--- src/rtl/cif_pkg.sv ---
package cif_pkg;
  parameter int CIF_DATA_W = 8;

  typedef enum logic {
    ST_HUNT   = 1'b0,
    ST_LOCKED = 1'b1
  } align_t;

  // 1 when the byte plus its parity bit do not match the selected sense
  function automatic logic parity_bad(input logic [CIF_DATA_W-1:0] d,
                                      input logic p,
                                      input logic even_sel);
    return ((^d) ^ p) == even_sel;
  endfunction
endpackage

--- src/rtl/cif_rst_sync.sv ---
module cif_rst_sync (
  input  logic clk,
  input  logic rst_n,
  output logic rst_n_sync
);
  logic [1:0] sync_q;

  always_ff @(posedge clk or negedge rst_n) begin
    if (!rst_n) sync_q <= 2'b00;
    else        sync_q <= {sync_q[0], 1'b1};
  end

  assign rst_n_sync = sync_q[1];
endmodule

--- src/rtl/cif_cell_store.sv ---
module cif_cell_store #(
  parameter int DATA_W = 8,
  parameter int DEPTH  = 212,
  localparam int ADDR_W = $clog2(DEPTH)
) (
  input  logic              clk,
  input  logic              we,
  input  logic [ADDR_W-1:0] waddr,
  input  logic [DATA_W-1:0] wdata,
  input  logic [ADDR_W-1:0] raddr,
  output logic [DATA_W-1:0] rdata
);
  logic [DATA_W-1:0] mem [DEPTH];

  always_ff @(posedge clk) begin
    if (we) mem[waddr] <= wdata;
  end

  assign rdata = mem[raddr];
endmodule

--- src/rtl/cif_write_ctrl.sv ---
module cif_write_ctrl
  import cif_pkg::*;
#(
  parameter int CELL_BYTES = 53,
  parameter int NUM_CELLS  = 4,
  parameter int DATA_W     = CIF_DATA_W,
  localparam int BYTE_W = $clog2(CELL_BYTES),
  localparam int SLOT_W = (NUM_CELLS > 1) ? $clog2(NUM_CELLS) : 1,
  localparam int ADDR_W = $clog2(CELL_BYTES * NUM_CELLS)
) (
  input  logic              clk,
  input  logic              rst_n,
  input  logic              par_even,
  input  logic              err_clr,
  input  logic [DATA_W-1:0] wr_data,
  input  logic              wr_par,
  input  logic              wr_soc,
  input  logic              wr_en_n,
  input  logic              full,
  output logic              st_we,
  output logic [ADDR_W-1:0] st_addr,
  output logic              cell_done,
  output logic              locked,
  output logic [BYTE_W-1:0] byte_idx,
  output logic              par_err,
  output logic              early_err,
  output logic              ovf_err
);
  localparam logic [BYTE_W-1:0] LAST_BYTE = BYTE_W'(CELL_BYTES - 1);
  localparam logic [SLOT_W-1:0] LAST_SLOT = SLOT_W'(NUM_CELLS - 1);

  align_t            st_q, st_d;
  logic [BYTE_W-1:0] byte_q, byte_d, idx;
  logic [SLOT_W-1:0] slot_q, slot_d;
  logic              store, restart, early_set, ovf_set, par_set;
  logic              perr_q, perr_d, eerr_q, eerr_d, oerr_q, oerr_d;

  always_comb begin
    st_d      = st_q;
    byte_d    = byte_q;
    slot_d    = slot_q;
    store     = 1'b0;
    restart   = 1'b0;
    early_set = 1'b0;
    ovf_set   = 1'b0;
    cell_done = 1'b0;
    if (!wr_en_n) begin
      if (full) begin
        ovf_set = 1'b1;
      end else if (st_q == ST_HUNT) begin
        if (wr_soc) begin
          store   = 1'b1;
          restart = 1'b1;
          st_d    = ST_LOCKED;
        end
      end else begin
        store = 1'b1;
        if (wr_soc && (byte_q != '0)) begin
          restart   = 1'b1;
          early_set = 1'b1;
        end
      end
    end
    idx = restart ? '0 : byte_q;
    if (store) begin
      if (idx == LAST_BYTE) begin
        byte_d    = '0;
        cell_done = 1'b1;
        slot_d    = (slot_q == LAST_SLOT) ? '0 : slot_q + 1'b1;
      end else begin
        byte_d = idx + 1'b1;
      end
    end
    par_set = store && parity_bad(wr_data, wr_par, par_even);
    perr_d  = (perr_q & ~err_clr) | par_set;
    eerr_d  = (eerr_q & ~err_clr) | early_set;
    oerr_d  = (oerr_q & ~err_clr) | ovf_set;
  end

  always_ff @(posedge clk or negedge rst_n) begin
    if (!rst_n) begin
      st_q   <= ST_HUNT;
      byte_q <= '0;
      slot_q <= '0;
      perr_q <= 1'b0;
      eerr_q <= 1'b0;
      oerr_q <= 1'b0;
    end else begin
      if (store) begin
        st_q   <= st_d;
        byte_q <= byte_d;
        slot_q <= slot_d;
      end
      perr_q <= perr_d;
      eerr_q <= eerr_d;
      oerr_q <= oerr_d;
    end
  end

  assign st_we     = store;
  assign st_addr   = ADDR_W'(int'(slot_q) * CELL_BYTES + int'(idx));
  assign locked    = (st_q == ST_LOCKED);
  assign byte_idx  = byte_q;
  assign par_err   = perr_q;
  assign early_err = eerr_q;
  assign ovf_err   = oerr_q;
endmodule

--- src/rtl/cif_read_ctrl.sv ---
module cif_read_ctrl #(
  parameter int CELL_BYTES = 53,
  parameter int NUM_CELLS  = 4,
  localparam int BYTE_W = $clog2(CELL_BYTES),
  localparam int SLOT_W = (NUM_CELLS > 1) ? $clog2(NUM_CELLS) : 1,
  localparam int ADDR_W = $clog2(CELL_BYTES * NUM_CELLS)
) (
  input  logic              clk,
  input  logic              rst_n,
  input  logic              rd_en,
  input  logic              cell_avail,
  output logic [ADDR_W-1:0] rd_addr,
  output logic              cell_taken,
  output logic              rd_soc,
  output logic [BYTE_W-1:0] byte_idx
);
  localparam logic [BYTE_W-1:0] LAST_BYTE = BYTE_W'(CELL_BYTES - 1);
  localparam logic [SLOT_W-1:0] LAST_SLOT = SLOT_W'(NUM_CELLS - 1);

  logic [BYTE_W-1:0] byte_q, byte_d;
  logic [SLOT_W-1:0] slot_q, slot_d;
  logic              take;

  always_comb begin
    take       = rd_en && cell_avail;
    byte_d     = byte_q;
    slot_d     = slot_q;
    cell_taken = 1'b0;
    if (take) begin
      if (byte_q == LAST_BYTE) begin
        byte_d     = '0;
        cell_taken = 1'b1;
        slot_d     = (slot_q == LAST_SLOT) ? '0 : slot_q + 1'b1;
      end else begin
        byte_d = byte_q + 1'b1;
      end
    end
  end

  always_ff @(posedge clk or negedge rst_n) begin
    if (!rst_n) begin
      byte_q <= '0;
      slot_q <= '0;
    end else if (take) begin
      byte_q <= byte_d;
      slot_q <= slot_d;
    end
  end

  assign rd_addr  = ADDR_W'(int'(slot_q) * CELL_BYTES + int'(byte_q));
  assign rd_soc   = cell_avail && (byte_q == '0);
  assign byte_idx = byte_q;
endmodule

--- src/rtl/cell_ingress_fifo.sv ---
module cell_ingress_fifo
  import cif_pkg::*;
#(
  parameter int CELL_BYTES = 53,
  parameter int NUM_CELLS  = 4,
  parameter int DATA_W     = CIF_DATA_W,
  localparam int BYTE_W = $clog2(CELL_BYTES),
  localparam int ADDR_W = $clog2(CELL_BYTES * NUM_CELLS),
  localparam int CNT_W  = $clog2(NUM_CELLS + 1)
) (
  input  logic              clk,
  input  logic              rst_n,
  input  logic              par_even,
  input  logic              err_clr,
  input  logic [DATA_W-1:0] wr_data,
  input  logic              wr_par,
  input  logic              wr_soc,
  input  logic              wr_en_n,
  input  logic              rd_en,
  output logic [DATA_W-1:0] rd_data,
  output logic              rd_soc,
  output logic              cell_avail,
  output logic              full,
  output logic              par_err,
  output logic              early_err,
  output logic              ovf_err
);
  logic              rst_n_sync;
  logic              st_we, cell_done, cell_taken, wr_locked;
  logic [ADDR_W-1:0] st_waddr, st_raddr;
  logic [BYTE_W-1:0] wr_byte_idx, rd_byte_idx;
  logic [CNT_W-1:0]  occ_q, occ_d;
  logic              occ_en;

  cif_rst_sync u_rst (.clk(clk), .rst_n(rst_n), .rst_n_sync(rst_n_sync));

  cif_write_ctrl #(.CELL_BYTES(CELL_BYTES), .NUM_CELLS(NUM_CELLS), .DATA_W(DATA_W)) u_wr (
    .clk(clk), .rst_n(rst_n_sync), .par_even(par_even), .err_clr(err_clr),
    .wr_data(wr_data), .wr_par(wr_par), .wr_soc(wr_soc), .wr_en_n(wr_en_n),
    .full(full), .st_we(st_we), .st_addr(st_waddr), .cell_done(cell_done),
    .locked(wr_locked), .byte_idx(wr_byte_idx),
    .par_err(par_err), .early_err(early_err), .ovf_err(ovf_err)
  );

  cif_read_ctrl #(.CELL_BYTES(CELL_BYTES), .NUM_CELLS(NUM_CELLS)) u_rd (
    .clk(clk), .rst_n(rst_n_sync), .rd_en(rd_en), .cell_avail(cell_avail),
    .rd_addr(st_raddr), .cell_taken(cell_taken), .rd_soc(rd_soc),
    .byte_idx(rd_byte_idx)
  );

  cif_cell_store #(.DATA_W(DATA_W), .DEPTH(CELL_BYTES * NUM_CELLS)) u_mem (
    .clk(clk), .we(st_we), .waddr(st_waddr), .wdata(wr_data),
    .raddr(st_raddr), .rdata(rd_data)
  );

  always_comb begin
    occ_en = cell_done ^ cell_taken;
    occ_d  = occ_q + CNT_W'(cell_done) - CNT_W'(cell_taken);
  end

  always_ff @(posedge clk or negedge rst_n_sync) begin
    if (!rst_n_sync)  occ_q <= '0;
    else if (occ_en)  occ_q <= occ_d;
  end

  assign full       = (occ_q == CNT_W'(NUM_CELLS));
  assign cell_avail = (occ_q != '0);
endmodule

--- config.mk ---
export PLATFORM = sky130hd
export DESIGN_NAME = cell_ingress_fifo
export DESIGN_NICKNAME = d
export VERILOG_FILES = /design/src/rtl/cif_pkg.sv /design/src/rtl/cif_rst_sync.sv /design/src/rtl/cif_cell_store.sv /design/src/rtl/cif_write_ctrl.sv /design/src/rtl/cif_read_ctrl.sv /design/src/rtl/cell_ingress_fifo.sv
export SDC_FILE = /design/constraint.sdc
export NUM_CORES = 2
export LEC_CHECK = 0
export CAP_MARGIN = 20
export CORE_UTILIZATION = 30
export CTS_CLUSTER_SIZE = 30
export DETAILED_ROUTE_END_ITERATION = 12
export DONT_BUFFER_PORTS = 1
export PLACE_DENSITY = 0.5
export RECOVER_POWER = 100
export SLEW_MARGIN = 20
export SYNTH_ARGS = -nofsm -noshare
export SYNTH_HDL_FRONTEND = slang
export SYNTH_SLANG_ARGS = --single-unit
--- constraint.sdc ---
create_clock -name clk -period 3.2 [get_ports clk]
set_input_delay 0 -clock clk [delete_from_list [all_inputs] [get_ports clk]]
set_output_delay 0 -clock clk [all_outputs]
set_load 0.01 [all_outputs]
==> impl_results.md <==
* Worst vdd ir at 0.519 mV
* Fraction of registers with async set/reset at 0.0145
* Post-synthesis instance area at 68200 um2
* Largest net degree at the start of global routing at 213
* Highest Signal Layer: met5
* Max-slew violation count at 1387
* First-pass GRT wire length at 275000 um
* CP max stage delay at 0.82 ns
* Worst skew pair latency at 0.85 ns
* Crit path buffers/inverters at 4
* Die area at 229000 um2
* Synthesized area per cell at 20.6 um2
* Initial Utilization at 0.303
* Cells after synthesis at 3305
* Synth unique cells at 68
* Final setup margin at -1.35 ns
* IO Pins at 30
* Antenna violations before repair at 5
* Reg2reg path depth at 21
* Register area share after synthesis at 0.756
* Clock Tree Buf Depth at 3
* Leak Pwr at 28.3 nW
* RSZ-0062 raised after global routing: yes
* Critical path arrival at 4.55 ns
* Avg WL per Cell at 27.1 um
* Die width at 479 um
* Hold Path Depth at 4
* Total clock sinks at 1721
* Violation count after the first detailed-route iteration at 3156
* Cell family with most CP delay: adder cells
* Final hold vios at 0
* Max-cap check violation count at 10
* Worst path depth at 13
* H-tree Lvls at 4
* Fillers at 20200
* Max Clk Rate at 220 MHz
* Crit-path slowest cell: fa_4
* Fin nets at 4041
* Critical Path End Type: output pin
* Slew headroom at -1.17
* Final min period at 4.55 ns
* Clock root buffer: clkbuf_16
* CTS buffer count at 184
* GRT Total Usage at 0.168
* #FFs+latches synth at 1721
* Main synth FF type: edfxtp_1
* Crit-path max FO at 7
* Pwr/cell area at 539 nW/um2
* Cells along the critical path: ha_4, ha_4, inv_2, fa_4, buf_12, buf_12, mux4_2, mux4_2, nand2_1, nand4b_1, o41ai_4, nor4_4, buf_4
* Hold_ws at 0.114 ns
* Drt total wl at 193000 um
* Hold WC Path Type: in2reg
* Clock skew at 0.0406 ns
* Port Buffers at 0
* Worst-Margin Slew at 3.26 ns
* Syn-to-layout area delta at 28.7%
* CP Launch Type: flop
* Failing checks: capacitance limit, slew limit, setup timing
* CTS clock-pin slew for the worst setup and hold paths at 0.05 ns
* HPWL Detailed at 117000 um
* Core ar. at 225000 um2
* Die Y at 479 um
* Met3 routed WL at 10900 um
* Final ANT Viol Nets at 0
* TritonRoute pass-1 iters at 5
* DR WL met2 at 93200 um
* Routability cong. at 0.862
* # setup viols final at 1707
* Vias per cell at 4.95
* Worst Path Required at 3.20 ns
* EDFF count, synth at 1696
* Vias in the first global route at 36300
* Outcome: finished with violations
* Post-route met1 wirelength at 84400 um
* Synth Warn # at 0
* Syn nets at 3354
* Worst setup path category: reg2out
* Layout cell share with drive strength beyond 1 at 0.431
* Fin Setup TNS at -1588.23 ns
* Total global routing overflow at 0
* TritonCTS clock tree: built
* Post-route DRC at 0
* Rows at 174
* Via count at 35300
* Final period util at 1.42
* Pre-CTS setup slack at -1.46 ns
-- cells in the final DEF, fill, tap and decap left out, types with 18 or more instances in the layout --
master         synthesis  layout
buf_4                 37     340
dfrtp_1               25      25
buf_6                 27      97
mux4_2               470     470
nand3_1               95      53
a22oi_1               25      20
nor2_4                 0     201
nor2_1               252      40
nand3_2                0      26
clkinv_2               0      32
clkbuf_16              0     192
nand2_1              234     204
inv_1                 24      20
clkbuf_1              80      54
nand2_2                0      25
buf_12                 0     183
dlygate4sd3_1          0      18
clkinv_1               1      40
edfxtp_1            1696    1696
-- cells in the mapped netlist, types with 10 or more instances --
cell type / n / area (um2)
edfxtp_1: 1696 / 50900
mux4_2: 470 / 10600
nor2_1: 252 / 946
nand2_1: 234 / 878
nand3_1: 95 / 475
clkbuf_1: 80 / 300
buf_4: 37 / 278
o21ai_0: 37 / 185
buf_2: 35 / 175
ha_1: 29 / 363
buf_6: 27 / 304
a22oi_1: 25 / 188
dfrtp_1: 25 / 626
inv_1: 24 / 90.1
xnor2_1: 20 / 175
a21oi_1: 18 / 90.1
a31oi_1: 15 / 93.8
nor3_1: 14 / 70.1
a211oi_1: 12 / 90.1
mux2_2: 12 / 135
mux2i_1: 11 / 110
xor2_1: 11 / 96.3
and2_1: 10 / 62.6
-- state kept, by name, summed over array words and instances (netlist names) --
| name | cells |
|---|---|
| u_rd.byte_idx | 6 |
| u_wr.locked | 1 |
| u_rst.sync_q | 2 |
| u_wr.byte_idx | 6 |
| u_wr.par_err | 1 |
| u_rd.slot_q | 2 |
| u_mem.mem | 1696 |
| u_wr.slot_q | 2 |
| occ_q | 3 |
| u_wr.ovf_err | 1 |
| u_wr.early_err | 1 |
-- what timing repair did --
action | in CTS | in global routing
buffers inserted | 72 | 41
hold endpoints to repair | 1721 | 0
pin swaps | 69 | 64
setup endpoints to repair | 1704 | 1714
gates resized for setup | 284 | 227
hold buffers | 26 | 0
cloned | 9 | 3
-- layout make-up --
| type | instances | area, um2 | share of cell area |
|---|---|---|---|
| inverter | 25 | 95.1 | 0.00108 |
| tap | 2992 | 3740 | 0.0426 |
| clock inverter | 98 | 868 | 0.00989 |
| sequential | 1721 | 51600 | 0.587 |
| timing repair buffer | 689 | 8230 | 0.0938 |
| clock buffer | 237 | 4940 | 0.0563 |
| multi-input combinational | 1371 | 18300 | 0.209 |
| antenna | 3 | 7.51 | 0.0000855 |
-- metrics by stage --
step / total power (W) / instance area, um2 / instances / util
6_report: 0.0473 / 87800 / 7136 / 0.390
5_1_grt: 0.0487 / 87800 / 7136 / 0.390
4_1_cts: 0.0477 / 86400 / 7093 / 0.384
3_5_place_dp: 0.0265 / 77900 / 6658 / 0.346
3_3_place_gp: 0.0265 / 77900 / 6658 / 0.346
2_1_floorplan: 0.0258 / 69500 / 3305 / -
-- worst paths after layout --
| kind | from | end | slack, ns |
|---|---|---|---|
| worst max-delay path | u_rd.slot_q[1] | rd_data[6] | -1.35 |
| worst min-delay path | rd_en | u_rd.byte_idx[2] | 0.11 |
| worst max register to register | occ_q[0] | u_mem.mem[192][4] | -1.02 |
| worst min register to register | u_rst.sync_q[0] | u_rst.sync_q[1] | 0.35 |
| max in group asynchronous | u_rst.sync_q[1] | u_wr.byte_idx[5] | 1.58 |
| min in group asynchronous | rst_n | u_rst.sync_q[0] | 0.44 |
-- power breakdown --
part | total (W) | internal (W) | switching [W]
clock network | 0.0206 | 0.0117 | 0.00884
logic | 0.00174 | 0.000559 | 0.00118
registers | 0.0250 | 0.0249 | 0.0000509
-- worst reg2reg max path: cells and delay by family, from the launching register on --
family / cells / cell delay, ns
buffers and inverters: 8 / 1.25
AND/OR/NAND/NOR: 5 / 1.10
adder cells (fa/ha/maj): 2 / 0.27
flip-flops: 1 / 0.39
AO/OA/AOI/OAI: 5 / 0.70
XOR/XNOR: 1 / 0.22
-- cells by family (layout without fill, tap and decap cells) --
group | count (synthesis) | count (layout) | share of synthesized area
AOI/OAI and AO/OA | 169 | 169 | 0.0176
and+or+nand+nor | 641 | 641 | 0.0392
buffers and inverters | 213 | 1049 | 0.0175
adders and majority gates | 33 | 33 | 0.00649
other | 1 | 4 | 0.0000550
muxes | 493 | 493 | 0.159
DFF | 1721 | 1721 | 0.756
xor gates and xnor gates | 34 | 34 | 0.00469
-- metal layers --
layer,up-vias,global-route usage
met5,-,0
met4,2,0.0441
met3,260,0.0308
li1,15000,-
met1,19000,0.233
met2,974,0.271
Power figures use the tool's default switching activity.
